[config.mk]
export PLATFORM = sky130hd
export DESIGN_NAME = errrec_ctrl
export DESIGN_NICKNAME = d
export VERILOG_FILES = /design/src/rtl/errrec_pkg.sv /design/src/rtl/errrec_ctl_reg.sv /design/src/rtl/errrec_evt_decode.sv /design/src/rtl/errrec_irq_fsm.sv /design/src/rtl/errrec_ctrl.sv
export SDC_FILE = /design/constraint.sdc
export NUM_CORES = 1
export LEC_CHECK = 0
export BUFFER_PORTS_ARGS = -buffer_cell sky130_fd_sc_hd__buf_2
export CORE_AREA = 3 3 55 70
export DETAILED_ROUTE_END_ITERATION = 6
export DIE_AREA = 0 0 58 73
export PLACE_DENSITY_LB_ADDON = 0.12
export SETUP_SLACK_MARGIN = 0.4
export SLEW_MARGIN = 20
export SYNTH_ARGS = -nofsm -noshare
export SYNTH_HDL_FRONTEND = slang
export SYNTH_SLANG_ARGS = --single-unit
[constraint.sdc]
create_clock -name clk -period 0.8 [get_ports clk]
set_input_delay 0.16 -clock clk [delete_from_list [all_inputs] [get_ports clk]]
set_output_delay 0.16 -clock clk [all_outputs]
set_load 0.01 [all_outputs]
[src/rtl/errrec_pkg.sv]
package errrec_pkg;

    typedef enum logic [1:0] {
        EV_NONE   = 2'b00,
        EV_CORR   = 2'b01,
        EV_DEFER  = 2'b10,
        EV_UNCORR = 2'b11
    } ev_class_e;

    typedef enum logic {
        IRQ_IDLE = 1'b0,
        IRQ_PEND = 1'b1
    } irq_state_e;

    localparam int unsigned POS_DET   = 0;
    localparam int unsigned POS_RECOV = 2;
    localparam int unsigned POS_FAULT = 3;
    localparam int unsigned POS_CFI   = 8;

    localparam int unsigned NUM_IRQ   = 2;
    localparam int unsigned IDX_FAULT = 0;
    localparam int unsigned IDX_RECOV = 1;

endpackage

[src/rtl/errrec_ctl_reg.sv]
module errrec_ctl_reg
    import errrec_pkg::*;
#(
    parameter int unsigned REG_W   = 64,
    parameter bit          HAS_CFI = 1'b1
) (
    input  logic             clk,
    input  logic             rst_n,
    input  logic             wr_en,
    input  logic [REG_W-1:0] wr_data,
    output logic [REG_W-1:0] rd_data,
    output logic             det_q,
    output logic             recov_q,
    output logic             fault_q,
    output logic             cfi_q
);

    logic unused_wr_bits;
    assign unused_wr_bits = ^wr_data;

    always_ff @(posedge clk or negedge rst_n) begin
        if (!rst_n) begin
            det_q   <= 1'b0;
            recov_q <= 1'b0;
            fault_q <= 1'b0;
        end else if (wr_en) begin
            det_q   <= wr_data[POS_DET];
            recov_q <= wr_data[POS_RECOV];
            fault_q <= wr_data[POS_FAULT];
        end
    end

    generate
        if (HAS_CFI) begin : g_cfi
            always_ff @(posedge clk or negedge rst_n) begin
                if (!rst_n) begin
                    cfi_q <= 1'b0;
                end else if (wr_en) begin
                    cfi_q <= wr_data[POS_CFI];
                end
            end
        end else begin : g_no_cfi
            assign cfi_q = 1'b0;
        end
    endgenerate

    always_comb begin
        rd_data            = '0;
        rd_data[POS_DET]   = det_q;
        rd_data[POS_RECOV] = recov_q;
        rd_data[POS_FAULT] = fault_q;
        rd_data[POS_CFI]   = cfi_q;
    end

endmodule

[src/rtl/errrec_evt_decode.sv]
module errrec_evt_decode
    import errrec_pkg::*;
(
    input  logic       clk,
    input  logic       rst_n,
    input  logic       ev_valid,
    input  logic [1:0] ev_class,
    input  logic       ce_ovf,
    input  logic       fault_en,
    input  logic       recov_en,
    input  logic       cfi_en,
    output logic       fault_set,
    output logic       recov_set
);

    ev_class_e cls;
    logic      ovf_prev_q;
    logic      ovf_rise;
    logic      is_defer;
    logic      is_uncorr;

    assign cls = ev_class_e'(ev_class);

    always_ff @(posedge clk or negedge rst_n) begin
        if (!rst_n) begin
            ovf_prev_q <= 1'b0;
        end else begin
            ovf_prev_q <= ce_ovf;
        end
    end

    assign ovf_rise = ce_ovf & ~ovf_prev_q;

    always_comb begin
        is_defer  = 1'b0;
        is_uncorr = 1'b0;
        if (ev_valid) begin
            unique case (cls)
                EV_DEFER:  is_defer  = 1'b1;
                EV_UNCORR: is_uncorr = 1'b1;
                default:   ;
            endcase
        end
    end

    assign fault_set = (fault_en & (is_defer | is_uncorr)) | (cfi_en & ovf_rise);
    assign recov_set = recov_en & is_uncorr;

endmodule

[src/rtl/errrec_irq_fsm.sv]
module errrec_irq_fsm
    import errrec_pkg::*;
(
    input  logic clk,
    input  logic rst_n,
    input  logic set_i,
    input  logic clr_i,
    output logic irq_o
);

    irq_state_e state_q;
    irq_state_e state_d;

    always_ff @(posedge clk or negedge rst_n) begin
        if (!rst_n) begin
            state_q <= IRQ_IDLE;
        end else begin
            state_q <= state_d;
        end
    end

    always_comb begin
        state_d = state_q;
        unique case (state_q)
            IRQ_IDLE: if (set_i)           state_d = IRQ_PEND;
            IRQ_PEND: if (clr_i && !set_i) state_d = IRQ_IDLE;
            default:                       state_d = IRQ_IDLE;
        endcase
    end

    always_comb begin
        irq_o = (state_q == IRQ_PEND);
    end

endmodule

[src/rtl/errrec_ctrl.sv]
module errrec_ctrl
    import errrec_pkg::*;
#(
    parameter int unsigned REG_W   = 64,
    parameter bit          HAS_CFI = 1'b1
) (
    input  logic             clk,
    input  logic             rst_n,
    input  logic             wr_en,
    input  logic [REG_W-1:0] wr_data,
    output logic [REG_W-1:0] rd_data,
    input  logic             rd_chk_req,
    output logic             rd_chk_go,
    output logic             det_en,
    input  logic             ev_valid,
    input  logic [1:0]       ev_class,
    input  logic             ce_ovf,
    input  logic             fault_clr,
    input  logic             recov_clr,
    output logic             fault_irq,
    output logic             recov_irq
);

    logic               det_q;
    logic               recov_q;
    logic               fault_q;
    logic               cfi_q;
    logic [NUM_IRQ-1:0] set_vec;
    logic [NUM_IRQ-1:0] clr_vec;
    logic [NUM_IRQ-1:0] irq_vec;

    errrec_ctl_reg #(
        .REG_W   (REG_W),
        .HAS_CFI (HAS_CFI)
    ) u_reg (
        .clk     (clk),
        .rst_n   (rst_n),
        .wr_en   (wr_en),
        .wr_data (wr_data),
        .rd_data (rd_data),
        .det_q   (det_q),
        .recov_q (recov_q),
        .fault_q (fault_q),
        .cfi_q   (cfi_q)
    );

    errrec_evt_decode u_dec (
        .clk       (clk),
        .rst_n     (rst_n),
        .ev_valid  (ev_valid),
        .ev_class  (ev_class),
        .ce_ovf    (ce_ovf),
        .fault_en  (fault_q),
        .recov_en  (recov_q),
        .cfi_en    (cfi_q),
        .fault_set (set_vec[IDX_FAULT]),
        .recov_set (set_vec[IDX_RECOV])
    );

    assign clr_vec[IDX_FAULT] = fault_clr;
    assign clr_vec[IDX_RECOV] = recov_clr;

    generate
        for (genvar i = 0; i < NUM_IRQ; i++) begin : g_irq
            errrec_irq_fsm u_fsm (
                .clk   (clk),
                .rst_n (rst_n),
                .set_i (set_vec[i]),
                .clr_i (clr_vec[i]),
                .irq_o (irq_vec[i])
            );
        end
    endgenerate

    assign det_en    = det_q;
    assign rd_chk_go = rd_chk_req & det_q;
    assign fault_irq = irq_vec[IDX_FAULT];
    assign recov_irq = irq_vec[IDX_RECOV];

endmodule

==> summary.md, run 1 <==
| Metric | Value |
|---|---|
| Setup Skew | 0.002052 ns |
| Synth top area share | around 64% |
| Placeable Area | about 3200 um^2 |
| CTS Buffer Depth | 2 |
| ANT nets after route | 0 |
| Total number of vias | between 400 and 500 |
| Initial drt markers | 1 |
| Number of remaining DRC errors | 0 |
| Largest net degree at the start of global routing | 8 |
| Vias in the first global route | 347 |
| Routed WL per cell | around 8.0 um |
| Post-synth ARST share | between 90% and 100% |
| FF+latch count, synth | 7 |
| CTS clk-pin slew, worst paths | approximately 0.040 ns |
| Fill count | between 300 and 400 |
| P_leak | 0.0004389 uW |
| Commonest cells post-synth | buf_4, dfrtp_1, mux2_2 |
| Global-route wire length before repair | ~1.6 mm |
| Die Wd | 58 um |
| Global-route met3 utilization | ~3.2% |
| Share of cells above drive strength 1 | 31.78% |
| Synth warn | 0 |
| GRT overflow | 0 |
| Worst Setup Slack, final | -0.2394 ns |
| Root buf cell | clkbuf_8 |
| Die H | 73 um |
| Final min period | approximately 1.0 ns |
| Final GP Congestion | roughly 0.64 |
| GRT Total Usage | ~5.1% |
| Synthesis-to-layout area growth | -1.005% |
| Met2 usage | under 10% |
| Number of synthesized flops with an enable pin | 0 |
| Pre-Repair DR Iteration Count | 2 |
| Num CTS Buffers | 3 |
| Top cells by area, synth | buf_4, dfrtp_1, mux2_2, o221ai_1, inv_1 |
| Setup TNS | -1.200 ns |
| CP required | about 0.64 ns |
| Worst-Skew Late Latency | 0.22 ns |
| IO Pins | about 140 |
| Most numerous cell in the Yosys netlist | buf_4 |
| Pre-CTS setup slack | 0.001654 ns |
| Synthesized area | roughly 750 um^2 |
| Reg2Reg Depth | 2 |
| R2r startpoint | u_reg.fault_q |
| Ys flop type | dfrtp_1 |
| Initial Util | between 20 and 25% |
| H-tree levels | 1 |
| Met1 GRT Util | slightly above 5% |
| GR peak layer | met2 |
| Mean post-synth cell area | a little under 9 um^2 |
| Clk sink count | 7 |
| Number of max-cap violations | 0 |
| Reg2reg end | u_reg.fault_q |
| Failing checks | hold timing, setup timing |
| PortBufs | 21 |
| Final cell count without fillers | around 140 |
| Max-slew violations | 0 |
| Data arrival, critical path | 0.88 ns |
| Die Area | about 4200 um^2 |
| Register area share after synthesis | around a quarter |
| Type of the tightest min-delay check | in -> async |
| Max Clock Freq | 0.9621 GHz |
| Std cell rows | 23 |
| Ant. Diodes | 0 |
| Critical path class | reg -> out |
| Hold violation count in the final report | 7 |
| CP Launch Type | register |
| Reg2reg setup slack | -0.08 ns |
| Cell area power density | 1651 nW/um^2 |
| Cell variety after synth | 11 |
| Yosys top cell by area | buf_4 |
| Antenna violations before repair | 0 |
| Via density | roughly 2.9 |
| Worst setup path startpoint | u_reg.det_q |
| Cells after Synth | 84 |
| Final WL | approximately 1.2 mm |
| Worst hold slack | -0.2339 ns |
| Period utilization | 129.9% |
| Final setup fails | 11 |
| TritonCTS clock tree | yes |
| Crit path to | rd_chk_go |
| Outcome | complete, but fails checks |
| Cells after DPL | about 140 |
| VDD IR max | approximately 1.1 mV |
| Worst Setup End Kind | primary output |
| RSZ-0062 raised after global routing | yes |
| Total power | between 1000 and 1500 uW |
| Detailed placement HPWL | just over 1 mm |
| Maximum fanout along the worst path | 4 |
| # nets final | approximately 180 |
## cell type report
type	count	area, um^2	area share (%)
well taps	37	46.29	6.261
multi-input cells	70	326.6	44.16
inverters	2	7.507	1.015
repair buffers	24	138.9	18.78
flip-flops and latches	7	175.2	23.69
clock buffers	4	45.04	6.091
## worst max-delay path, stage by stage (launching register included)
cell	delay [ns]
dfrtp_1	0.39
and2_1	0.14
buf_2	0.13
## registers in the layout, indices dropped and copies added, names as in the netlist
signal	count
u_reg.recov_q	1
u_reg.det_q	1
u_reg.fault_q	1
g_irq.u_fsm.irq_o	2
u_dec.ovf_prev_q	1
u_reg.cfi_q	1
## worst min path at each step
stage,start,end,slack (ns)
after floorplan,rst_n,g_irq[0].u_fsm.irq_o,-0.14
after global placement,rst_n,u_reg.cfi_q,0.008
after detailed placement,rst_n,u_reg.det_q,0.008
after CTS,rst_n,u_reg.det_q,-0.23
after global routing,rst_n,u_reg.det_q,-0.23
final,rst_n,u_reg.cfi_q,-0.23
## routing by layer
metal,routed length (um),up-vias
met5,0,-
met4,0,0
met3,226,0
met2,585,51
met1,341,176
li1,-,185
## where the power goes
group	switching (uW)	leakage, uW	internal, uW
registers	21.1	0.0000842	389
logic	215	0.000332	109
clock network	143	0.0000228	344
## stage by stage
step / util, % / cell area [um^2]
4_1_cts: 22.94 / 739.5
3_5_place_dp: 19.84 / 639.4
6_report: 22.94 / 739.5
5_1_grt: 22.94 / 739.5
3_3_place_gp: 19.84 / 639.4
2_1_floorplan: - / 979.7
## cell usage in the layout, fill, tap and decap left out
master    instances
and2_1            1
buf_2            21
buf_6             3
clkbuf_1          1
clkbuf_8          3
conb_1           60
dfrtp_1           7
inv_1             2
mux2_2            4
nand2_2           1
nand3_4           1
nand4_1           1
o21ai_1           1
o221ai_2          1
## timing repair
item	CTS	global route
setup buffers	3	0
endpoints found under the hold margin	7	7
resized for setup	7	0
pin swaps	2	0
endpoints found under the setup margin	14	14
## kinds of logic after synthesis
group | Yosys count | share of synthesized area [%]
buffers and inverters | 66 | 65.33
AOI/OAI and AO/OA | 2 | 1.842
DFF | 7 | 23.45
other | 1 | 0.5020
and+or+nand+nor | 4 | 2.848
muxes | 4 | 6.030
(Power assumes the default switching activity.)
==> run 2: changes to the inputs <==
Settings changed: CELL_PAD_IN_SITES_DETAIL_PLACEMENT set to 1, CELL_PAD_IN_SITES_GLOBAL_PLACEMENT set to 2, CORE_AREA 3 3 55 70 to 3 3 82 103, DIE_AREA 0 0 58 73 to 0 0 85 106.
==> summary.md, run 2 (synthesized netlist as in run 1, its figures left out) <==
| Metric | Value |
|---|---|
| Vias in the first global route | 392 (+13%) |
| Max Clock Freq | 0.9538 GHz (-0.86%) |
| Most frequent cells in the layout | conb_1, buf_2, dfrtp_1 |
| GRT Total Usage | 2.802% (-2.3 points) |
| Routed WL per cell | 7.688 um (-3.9%) |
| Post-Route Utilization | 10.58% (-12 points) |
| Outcome | complete, but fails checks |
| Worst-Skew Late Latency | 0.22 ns (about the same) |
| Final min period | 1.048 ns (+0.009027 ns) |
| Failing checks | hold timing, setup timing |
| Setup TNS | -1.316 ns (-0.1161 ns) |
| Initial Util | 9.975% (-13 points) |
| Pre-Repair DR Iteration Count | 2 (unchanged) |
| CP Launch Type | register |
| TritonCTS clock tree | yes |
| Cell area power density | 1537 nW/um^2 (-6.9%) |
| Setup Skew | 0.0001426 ns (-0.001910 ns) |
| Max reg flops | 2 (unchanged) |
| Share of cells above drive strength 1 | 30.84% (-0.93 points) |
| Ant. Diodes | 0 (unchanged) |
| Number of max-cap violations | 0 (unchanged) |
| Type of the tightest min-delay check | in -> async |
| Root buf cell | clkbuf_8 |
| Final cell count without fillers | 199 (+38%) |
| CP required | 0.64 ns (about the same) |
| IO Pins | 142 (unchanged) |
| Routed met2 length | 858 um (+47%) |
| RSZ-0062 raised after global routing | yes |
| Hold violation count in the final report | 7 (unchanged) |
| Global-route wire length before repair | 1.994 mm (+25%) |
| Met3 wire length | 237 um (+4.9%) |
| Final WL | 1.530 mm (+33%) |
| Total power | 1218 uW (-0.29%) |
| Commonest non-fill, non-tap cell in the layout | conb_1 |
| Data arrival, critical path | 0.89 ns (about the same) |
| Cells after DPL | 192 (+40%) |
| PortBufs | 21 (unchanged) |
| Detailed placement HPWL | 1.401 mm (+39%) |
| Top sig layer | met4 |
| Max-slew violations | 0 (unchanged) |
| Via density | 2.035 (-29%) |
| CTS Buffer Depth | 2 (unchanged) |
| Worst Setup End Kind | primary output |
| Critical path class | reg -> out |
| ANT nets after route | 0 (unchanged) |
| # nets final | 182 (unchanged) |
| Worst Setup Slack, final | -0.2485 ns (-0.009027 ns) |
| Initial drt markers | 1 (unchanged) |
| M1 WL | 413 um (+21%) |
| VDD IR max | 0.3527 mV (-67%) |
| Placeable Area | 7488 um^2 (+130%) |
| Die Wd | 85 um (+47%) |
| Total number of vias | 405 (-1.7%) |
| Period utilization | 131.1% (+1.1 points) |
| Num CTS Buffers | 3 (unchanged) |
| Number of remaining DRC errors | 0 (unchanged) |
| Reg2reg setup slack | -0.22 ns (-0.14 ns) |
| Std cell rows | 35 (+52%) |
| P_leak | 0.0004392 uW (about the same) |
| Synthesis-to-layout area growth | 6.030% |
| Final setup fails | 10 (-1) |
| Worst hold slack | -0.2317 ns (+0.002262 ns) |
| H-tree levels | 1 (unchanged) |
| Antenna violations before repair | 0 (unchanged) |
| CTS clk-pin slew, worst paths | 0.04 ns (about the same) |
| GRT overflow | 0 (unchanged) |
| Die H | 106 um (+45%) |
| Final GP Congestion | 0.7117 (+10%) |
| Clk sink count | 7 (unchanged) |
| Die Area | 9010 um^2 (+110%) |
| Maximum fanout along the worst path | 4 (unchanged) |
| Largest net degree at the start of global routing | 8 (unchanged) |
==> run 2: cell count changes in the layout (fill, tap and decap cells not counted) <==
cell	before	now
mux2_4	0	1
mux2_2	4	3
buf_6	3	1
nand3_4	1	0
buf_4	0	2
nand3_1	0	1
==> run 2: per-stage QoR <==
stage	instance area, um^2	setup WS (ns)
after global routing	792.0	-0.2800
after global placement	708.2	-0.01709
after CTS	784.5	-0.2633
final	792.0	-0.2485
after floorplan	979.7	0.009565
after detailed placement	708.2	-0.02035
==> run 2: timing repair <==
item	in CTS	in global routing
gates resized for setup	4	0
setup endpoints to repair	14	14
pin swaps	3	0
buffers inserted	2	1
hold endpoints to repair	7	7
==> run 2: power breakdown <==
| group | total [uW] | internal (uW) | switching (uW) |
|---|---|---|---|
| Sequential | 411 | 389 | 21.8 |
| Clock | 488 | 344 | 144 |
| Combinational | 319 | 103 | 216 |
==> run 2: path summary, 6_finish.rpt <==
kind	to	cells past startpoint	start
setup / recovery	rd_chk_go	2	u_reg.det_q
hold / removal	u_reg.fault_q	1	rst_n
setup reg to reg	u_reg.det_q	3	u_reg.det_q
hold reg to reg	g_irq[0].u_fsm.irq_o	1	u_dec.ovf_prev_q
max in group asynchronous	g_irq[0].u_fsm.irq_o	1	rst_n
min in group clk	u_dec.ovf_prev_q	1	ce_ovf
==> run 2: final cells by class <==
cell class | count | area (um^2)
Sequential cell | 7 | 175.2
Multi-Input combinational cell | 70 | 317.8
Fill cell | 926 | 6696
Tap cell | 92 | 115.1
Inverter | 2 | 7.507
Clock buffer | 4 | 45.04
Timing Repair Buffer | 24 | 131.4
==> run 2: metal layers <==
layer	vias to the layer above	track usage (%)
met5	-	0
met4	0	1.697
met3	2	0.9302
met2	44	5.722
met1	178	2.148
li1	181	-
==> run 2: critical path, cell delays in order (launching register included) <==
cell and delay [ns]:
dfrtp_1 0.39, and2_1 0.14, buf_2 0.13
